--- src/rtl/sar_serial_pkg.sv ---
// Package: sar_serial_pkg
// Shared constants and the power-code type of the serial converter sequencer.
// Assumes a fixed eight-bit command with the start bit first.
package sar_serial_pkg;
    localparam int CMD_LEN    = 8;   // clocks per command
    localparam int POS_AT     = 4;   // clock after which +input is known
    localparam int ACQ_AT     = 5;   // clock at whose edge sampling opens
    localparam int NEG_AT     = 6;   // clock after which -input is known
    localparam int HIST_W     = 3;   // command history bits kept
    localparam int START_LEAD = 5;   // decisions left when a new start is allowed

    typedef enum logic [1:0] {
        PWR_AUTO  = 2'b00,
        PWR_RSV_A = 2'b01,
        PWR_RSV_B = 2'b10,
        PWR_ON    = 2'b11
    } pwr_mode_e;
endpackage

--- src/rtl/sar_ctrl_rx.sv ---
// Module: sar_ctrl_rx
// Hunts for a start bit, counts the command clocks, decodes the input pairing,
// opens the sampling window and reports command completion.
// Assumes: rising-edge sampling of din; cs_n high forces the hunt state.
module sar_ctrl_rx
    import sar_serial_pkg::*;
(
    input  logic       clk,
    input  logic       rst_n,
    input  logic       cs_n,
    input  logic       din,
    input  logic       start_ok,
    output logic       cmd_done,
    output logic       short_req,
    output logic [1:0] pwr_code,
    output logic       acq,
    output logic [1:0] pos,
    output logic [1:0] neg,
    output logic       neg_com
);
    localparam int RX_CW = $clog2(CMD_LEN);
    localparam logic [RX_CW-1:0] LAST_IDX = RX_CW'(CMD_LEN - 1);

    logic [RX_CW-1:0]  rx_cnt_q;
    logic [HIST_W-1:0] hist_q;
    logic              hunting;

    assign hunting   = (rx_cnt_q == '0);
    assign cmd_done  = !cs_n && (rx_cnt_q == LAST_IDX);
    assign short_req = hist_q[2];
    assign pwr_code  = {hist_q[0], din};

    // Command clock counter and short bit history.
    always_ff @(posedge clk) begin
        if (!rst_n || cs_n) begin
            rx_cnt_q <= '0;
            hist_q   <= '0;
        end else if (hunting) begin
            if (din && start_ok) begin
                rx_cnt_q <= RX_CW'(1);
                hist_q   <= HIST_W'(1);
            end
        end else begin
            hist_q   <= {hist_q[HIST_W-2:0], din};
            rx_cnt_q <= (rx_cnt_q == LAST_IDX) ? '0 : rx_cnt_q + 1'b1;
        end
    end

    // Sampling window: opens on clock 5, closes when the command completes.
    always_ff @(posedge clk) begin
        if (!rst_n || cs_n) begin
            acq <= 1'b0;
        end else if (rx_cnt_q == RX_CW'(ACQ_AT - 1)) begin
            acq <= 1'b1;
        end else if (cmd_done) begin
            acq <= 1'b0;
        end
    end

    // Input pairing decode, kept across deselects.
    always_ff @(posedge clk) begin
        if (!rst_n) begin
            pos     <= '0;
            neg     <= '0;
            neg_com <= 1'b0;
        end else if (!cs_n) begin
            if (rx_cnt_q == RX_CW'(POS_AT - 1)) begin
                pos <= {hist_q[0], hist_q[1]};
            end
            if (rx_cnt_q == RX_CW'(NEG_AT - 1)) begin
                neg_com <= din;
                neg     <= din ? 2'b00 : (pos ^ 2'b01);
            end
        end
    end

    p_acq_holds_r3: assert property (@(posedge clk) disable iff (!rst_n || cs_n)
        $rose(acq) |=> acq);

    p_acq_closes_r3: assert property (@(posedge clk) disable iff (!rst_n)
        cmd_done |=> !acq);

    p_early_start_ignored_r7: assert property (@(posedge clk) disable iff (!rst_n)
        (hunting && din && !start_ok) |=> (rx_cnt_q == '0));
endmodule

--- src/rtl/sar_conv_core.sv ---
// Module: sar_conv_core
// Captures the sample at hold and resolves it one bit per clock with a trial
// register, MSB first. Also says when a new start bit may be accepted.
// Assumes: SHORT_W >= START_LEAD and SHORT_W <= DATA_W.
module sar_conv_core
    import sar_serial_pkg::*;
#(
    parameter int DATA_W  = 12,
    parameter int SHORT_W = 8
) (
    input  logic              clk,
    input  logic              rst_n,
    input  logic              cs_n,
    input  logic              load,
    input  logic              res_sel,
    input  logic              short_req,
    input  logic [DATA_W-1:0] sample_in,
    output logic              active,
    output logic              hold,
    output logic              bit_valid,
    output logic              bit_out,
    output logic              start_ok
);
    localparam int CW = $clog2(DATA_W + 1);
    localparam logic [DATA_W-1:0] TOP_ONE = {1'b1, {(DATA_W-1){1'b0}}};

    logic [CW-1:0]     cnt_q;
    logic [CW-1:0]     nbits_q;
    logic [DATA_W-1:0] samp_q;
    logic [DATA_W-1:0] acc_q;
    logic [DATA_W-1:0] trial;
    logic              keep;

    assign trial     = acc_q | (TOP_ONE >> cnt_q);
    assign keep      = (trial <= samp_q);
    assign hold      = active && (cnt_q == '0);
    assign bit_valid = active && (cnt_q != '0);
    assign start_ok  = !active || ((int'(cnt_q) + START_LEAD) >= int'(nbits_q));

    // Hold capture and per-clock trial decision.
    always_ff @(posedge clk) begin
        if (!rst_n) begin
            active  <= 1'b0;
            cnt_q   <= '0;
            nbits_q <= CW'(DATA_W);
            samp_q  <= '0;
            acc_q   <= '0;
            bit_out <= 1'b0;
        end else if (cs_n) begin
            active  <= 1'b0;
            cnt_q   <= '0;
            bit_out <= 1'b0;
        end else if (load) begin
            active  <= 1'b1;
            cnt_q   <= '0;
            samp_q  <= sample_in;
            acc_q   <= '0;
            bit_out <= 1'b0;
            nbits_q <= (res_sel && short_req) ? CW'(SHORT_W) : CW'(DATA_W);
        end else if (active) begin
            if (cnt_q == nbits_q) begin
                active <= 1'b0;
            end else begin
                cnt_q   <= cnt_q + 1'b1;
                acc_q   <= keep ? trial : acc_q;
                bit_out <= keep;
            end
        end
    end

    logic [DATA_W-1:0] kept_mask;
    assign kept_mask = {DATA_W{1'b1}} << (DATA_W - int'(nbits_q));

    p_count_bound_r5: assert property (@(posedge clk) disable iff (!rst_n)
        active |-> (cnt_q <= nbits_q));

    p_result_matches_r5: assert property (@(posedge clk) disable iff (!rst_n)
        (active && cnt_q == nbits_q) |-> (acc_q == (samp_q & kept_mask)));
endmodule

--- src/rtl/sar_out_stage.sv ---
// Module: sar_out_stage
// Falling-edge registers for the busy flag and serial result bit.
// Assumes: inputs come from rising-edge logic and are stable at the falling edge.
module sar_out_stage (
    input  logic clk,
    input  logic rst_n,
    input  logic cs_n,
    input  logic hold,
    input  logic bit_valid,
    input  logic bit_in,
    output logic busy,
    output logic dout
);
    // Launch output values on the falling edge.
    always_ff @(negedge clk) begin
        if (!rst_n || cs_n) begin
            busy <= 1'b0;
            dout <= 1'b0;
        end else begin
            busy <= hold;
            dout <= bit_valid && bit_in;
        end
    end

    p_busy_single_r4: assert property (@(negedge clk) disable iff (!rst_n)
        busy |=> !busy);

    p_quiet_when_busy_r5: assert property (@(negedge clk) disable iff (!rst_n)
        busy |-> !dout);
endmodule

--- src/rtl/sar_serial_adc.sv ---
// Module: sar_serial_adc
// Top of the serial converter sequencer: command receiver, trial-register
// core and falling-edge output stage, plus the power-mode state.
// Assumes: clk is the serial clock; output enables drive external tristates.
module sar_serial_adc
    import sar_serial_pkg::*;
#(
    parameter int DATA_W  = 12,
    parameter int SHORT_W = 8
) (
    input  logic              clk,
    input  logic              rst_n,
    input  logic              cs_n,
    input  logic              din,
    input  logic              res_sel,
    input  logic              shdn_n,
    input  logic [DATA_W-1:0] sample_in,
    output logic              dout,
    output logic              dout_en,
    output logic              busy,
    output logic              busy_en,
    output logic              sampling,
    output logic [1:0]        mux_pos,
    output logic [1:0]        mux_neg,
    output logic              neg_is_com,
    output logic              powered
);
    logic       cmd_done;
    logic       short_req;
    logic [1:0] pwr_code;
    logic       conv_active;
    logic       hold;
    logic       bit_valid;
    logic       bit_val;
    logic       start_ok;
    pwr_mode_e  pwr_q;

    sar_ctrl_rx u_rx (
        .clk       (clk),
        .rst_n     (rst_n),
        .cs_n      (cs_n),
        .din       (din),
        .start_ok  (start_ok),
        .cmd_done  (cmd_done),
        .short_req (short_req),
        .pwr_code  (pwr_code),
        .acq       (sampling),
        .pos       (mux_pos),
        .neg       (mux_neg),
        .neg_com   (neg_is_com)
    );

    sar_conv_core #(
        .DATA_W  (DATA_W),
        .SHORT_W (SHORT_W)
    ) u_core (
        .clk       (clk),
        .rst_n     (rst_n),
        .cs_n      (cs_n),
        .load      (cmd_done),
        .res_sel   (res_sel),
        .short_req (short_req),
        .sample_in (sample_in),
        .active    (conv_active),
        .hold      (hold),
        .bit_valid (bit_valid),
        .bit_out   (bit_val),
        .start_ok  (start_ok)
    );

    sar_out_stage u_out (
        .clk       (clk),
        .rst_n     (rst_n),
        .cs_n      (cs_n),
        .hold      (hold),
        .bit_valid (bit_valid),
        .bit_in    (bit_val),
        .busy      (busy),
        .dout      (dout)
    );

    // Power code of the most recent completed command.
    always_ff @(posedge clk) begin
        if (!rst_n) begin
            pwr_q <= PWR_AUTO;
        end else if (cmd_done) begin
            pwr_q <= pwr_mode_e'(pwr_code);
        end
    end

    assign powered = shdn_n && (sampling || conv_active || (pwr_q == PWR_ON));
    assign dout_en = !cs_n;
    assign busy_en = !cs_n;
endmodule

--- config.mk ---
export PLATFORM = sky130hd
export DESIGN_NAME = sar_serial_adc
export DESIGN_NICKNAME = d
export VERILOG_FILES = /design/src/rtl/sar_serial_pkg.sv /design/src/rtl/sar_ctrl_rx.sv /design/src/rtl/sar_conv_core.sv /design/src/rtl/sar_out_stage.sv /design/src/rtl/sar_serial_adc.sv
export SDC_FILE = /design/constraint.sdc
export NUM_CORES = 1
export LEC_CHECK = 0
export CORE_AREA = 2 2 67 69
export DETAILED_ROUTE_END_ITERATION = 8
export DIE_AREA = 0 0 69 71
export GPL_ROUTABILITY_DRIVEN = 0
export PLACE_DENSITY = 0.83
export SYNTH_ARGS = -nofsm -noshare
export SYNTH_HDL_FRONTEND = slang
export SYNTH_SLANG_ARGS = --single-unit
--- constraint.sdc ---
create_clock -name clk -period 5.8 [get_ports clk]
set_clock_uncertainty 0.1 [all_clocks]
set_input_delay 1.45 -clock clk [delete_from_list [all_inputs] [get_ports clk]]
set_output_delay 1.45 -clock clk [all_outputs]
set_load 0.03 [all_outputs]
; Yosys cells after proc, flatten, opt, wreduce, memory -nomap -nowiden
; Index checks and enable logic that the tools add are counted.
[totals]
register_bits = 50
wordCells = 76
[op_classes]
n_addsub = 3
n_lt_le_gt_ge = 2
n_eq_ne = 8
shift = 1
muxes = 15
bitwise = 5
n_reduce_logical = 27
[op_table]
columns = op, n
row1 = 12-bit two-way mux, 4
row2 = 32-bit by 5-bit greater-or-equal comparator with 1-bit output, 1
row3 = 3-bit two-way mux, 5
row4 = 12-bit less-or-equal comparator, 1
row5 = 12-bit OR, 1
row6 = 12-bit by 4-bit >> shifter with 12-bit output (first input constant), 1
row7 = 3-bit == test (second input constant), 3
row8 = 2-bit AND reduction, 4
row9 = 1-bit logical AND, 7
row10 = 2-bit nonzero test, 3
row11 = 4-bit by 3-bit adder with 5-bit output (second input constant), 1
row12 = 1-bit two-way mux, 5
row13 = 4-bit by 1-bit adder with 4-bit output (second input constant), 1
row14 = 4-bit == test, 1
row15 = 4-bit logical NOT, 1
row16 = 1-bit logical OR, 4
row17 = 2-bit != test (second input constant), 2
row18 = 1-bit inverter, 4
row19 = 4-bit AND reduction, 1
row20 = 4-bit nonzero test, 1
row21 = 3-bit by 1-bit adder with 3-bit output (second input constant), 1
row22 = 3-bit by 2-bit == test with 1-bit output (second input constant), 1
row23 = 1-bit logical NOT, 3
row24 = 3-bit logical NOT, 1
row25 = 4 further kinds, 4

; Depth between registers and ports, before layout
[depth]
ltp_word = 7
depth_mapped = 11

; Hierarchy
; A second synthesis with hierarchy kept.
[hier_totals]
hier_cells = 291
area_unflattened_um2 = 2499.9
[modules_own_cells]
columns = mod, instances, cells_per_inst, area_per_inst_um2, seq_area_each_um2
row1 = sar_conv_core, 1, 213, 1741.7, 620.6
row2 = sar_ctrl_rx, 1, 63, 596.8, 240.2
row3 = sar_serial_adc, 1, 10, 97.6, 40.0
row4 = sar_out_stage, 1, 5, 63.8, 40.0

==> results.yml <==
place:
  dpl.hpwl_um: 3710
  io_buffers: 28
  placed_cells: 366
flow_run:
  drv_cap: 0
power_and_ir_drop:
  power_density_nw_per_um2: 208
  p_seq_frac: 0.545
  intPower_uw: 469
  pwr-share-clk: 0.400
  combPwrFrac: 0.055
  p_leak_uw: 0.00110
  power_uw: 596
  irDropWorstVdd_v: 0.000166
  p_switching_uw: 128
  p_sw_frac: 0.214
critical_path:
  path_delay_family: "buffers and inverters"
  slowest_delay_ps: 650
  worstPathRequired_ps: 4250
  r2r-end: "u_out.dout$_SDFF_NP0_"
  critPathKind: "flop to primary output"
  timing.rr.start: "u_core.cnt_q[0]$_SDFFE_PP0P_"
  r2r_slack_ps: 1650
  path_cells: "clkdlybuf4s50_1"
  path_max_fanout: 1
  worstPathBufferInverterCount: 1
  cp.arrival_ps: 4210
  start_kind: "flop"
  setup.worst_path.start: "u_out.busy$_SDFF_NP0_"
  rr_worst_depth: 4
  setup.worst_path.end_class: "primary output"
  crit_slowest_cell: "clkdlybuf4s50_1"
cts:
  cts.reportedPaths.clkPinSlew_ps: 80
  clockRootBuffer: "clkbuf_8"
  clkLatencyLatePin_ps: 310
  cts_hold_buf: 0
  h-tree-depth: 2
  numCtsBuffers: 5
  post_cts_buffers: 0
  tritoncts: "built"
  clock_path_buffers: 2
  cts.sinks: 47
  ctsResizeCount: 0
sta:
  hold_viol_final: 0
  worst_slew_margin_rel: 0.517
  rsz0062_at_grt: "no"
  setup_violations: 0
  tns_ps: 0
  slew_viol_final: 0
  tightest_slew_ps: 722
drt:
  ant_nets: 0
  first_pass_iters: 5
  vias: 2009
  viasPerCell: 5.36
  drc_errors: 0
  routed_wirelength_um: 4950
  drtIter0Drc: 121
  wire_per_inst_um: 13.2
global_route:
  grt_pass1_wl_um: 8380
  gr-total-overflow: 0
  antenna_found_initial: 0
  grt_pass1_vias: 1845
  grt_usage: 0.213
  grt_start_max_net_pins: 23
floorplanning:
  io_pins: 29
  die_x_um: 69
  coreArea_um2: 4200
  start_util: 0.583
  die-area_um2: 4900
  std_cell_rows: 24
  die_h_um: 71
synthesis:
  async_reset_ff_frac: 0
  synth-main-ff-cell: "dfxtp_1"
  yosysMostFrequentCell: "nand2_1"
  synth_top_area_frac: 0.384
  syn-cell-area_um2: 2450
  synth_area_leader_cell: "dfxtp_1"
  synth.avg_cell_area_um2: 8.37
  yosys-top-cells-area: "dfxtp_1 38%, ha_1 12%, nand2_1 8.9%"
  yosys-top-cells-count: "58 x nand2_1, 47 x dfxtp_1, 34 x inv_1, 24 x ha_1, 16 x a21oi_1"
  yosysSeqAreaShare: 0.384
  syn_inst: 293
  synth_warnings: 0
  synth-seq-cells: 47
  ys_types: 37
  syn_nets: 335
  synth_edf_count: 0
outcome:
  outcome: "completed"
hold_path:
  min_from: "u_core.acc_q[5]$_SDFFE_PN0P_"
  holdPathEnd: "u_core.acc_q[5]$_SDFFE_PN0P_"
  worst_hold_path_type: "flop to flop"
  min_path_cells: 2
cells_and_area:
  area_growth_pct: 17.2
  stdcell_count: 375
  drive_gt1_frac: 0.0774
  nets: 364
  insertedDiodeCount: 0
  utilization: 0.683
sequential cells by signal, indices dropped and copies added, names as in the netlist, 2 cells and up:
name / cells
u_core.acc_q: 12
u_rx.hist_q: 3
u_rx.pos: 2
u_core.samp_q: 12
u_core.cnt_q: 4
u_rx.neg: 2
pwr_q: 2
u_rx.rx_cnt_q: 3
cell type report:
cell class | count | area (µm²)
Timing Repair Buffer | 33 | 318
Tap cell | 52 | 65.1
Clock inverter | 5 | 45.0
Fill cell | 336 | 1330
Clock buffer | 5 | 68.8
Sequential cell | 47 | 941
Multi-Input combinational cell | 199 | 1310
Inverter | 34 | 128
cells by family (layout without fill, tap and decap cells):
| group | after synthesis | after routing | synth area share |
|---|---|---|---|
| flip-flops | 47 | 47 | 0.384 |
| multiplexers | 2 | 2 | 0.00817 |
| adder cells (fa/ha/maj) | 24 | 24 | 0.123 |
| AND/OR/NAND/NOR | 99 | 99 | 0.176 |
| buffers and inverters | 47 | 77 | 0.0832 |
| AO/OA/AOI/OAI | 70 | 70 | 0.209 |
| XOR/XNOR | 4 | 4 | 0.0174 |
per-layer routing:
| layer | GRT usage | part of all wire | vias up |
|---|---|---|---|
| met1 | 0.293 | 0.48 | 916 |
| met3 | 0.0470 | 0.063 | 12 |
| li1 | - | - | 1024 |
| met4 | 0.0828 | 0.019 | 0 |
| met5 | 0 | 0 | - |
| met2 | 0.329 | 0.44 | 57 |
power groups by stage:
stage	registers, µW	logic [µW]	clock network (µW)
3_5_place_dp	332	32.6	3.24
2_1_floorplan	332	14.6	3.24
3_3_place_gp	332	32.4	3.24
6_report	325	32.9	239
4_1_cts	325	32.8	244
5_1_grt	325	36.0	258
cells in the final DEF, fill, tap and decap left out, drive strengths merged, types with 2 or more instances in the layout:
cell type and n:
inv 35, ha 24, xnor2 4, dfxtp 47, clkbuf 5, nor2 14
a22oi 2, nand4 4, a21o 8, buf 5, nand3 5, o21ai 6
nor2b 10, clkinv 3, clkdlybuf4s50 28, nand2 58, a21boi 15, mux2i 2
nor3 4, a211oi 5, a21oi 26
stage by stage:
step	hold slack [ps]	setup WS, ps	instance area, µm²
floorplan	329	492	2450
global route	373	3.23	2870
finish	355	44.7	2870
CTS	356	31.9	2870
global placement	340	388	2760
detailed placement	341	363	2760
worst register-to-register path, cell delays in order, from the launching register on:
cell	delay, ps
dfxtp_1	450
inv_1	100
ha_1	290
nand2_1	100
and4_1	200
worst max path at each step:
stage          slack (ps)  cells past startpoint                     to
2_1_floorplan         490                      3  u_out.busy$_SDFF_NP0_
3_3_place_gp          390                      3  u_out.dout$_SDFF_NP0_
3_5_place_dp          360                      3  u_out.dout$_SDFF_NP0_
4_1_cts                30                      1                   dout
5_1_grt                 3                      1                   dout
6_report               40                      1                   busy
No activity file was read; power rests on OpenSTA's default activity.
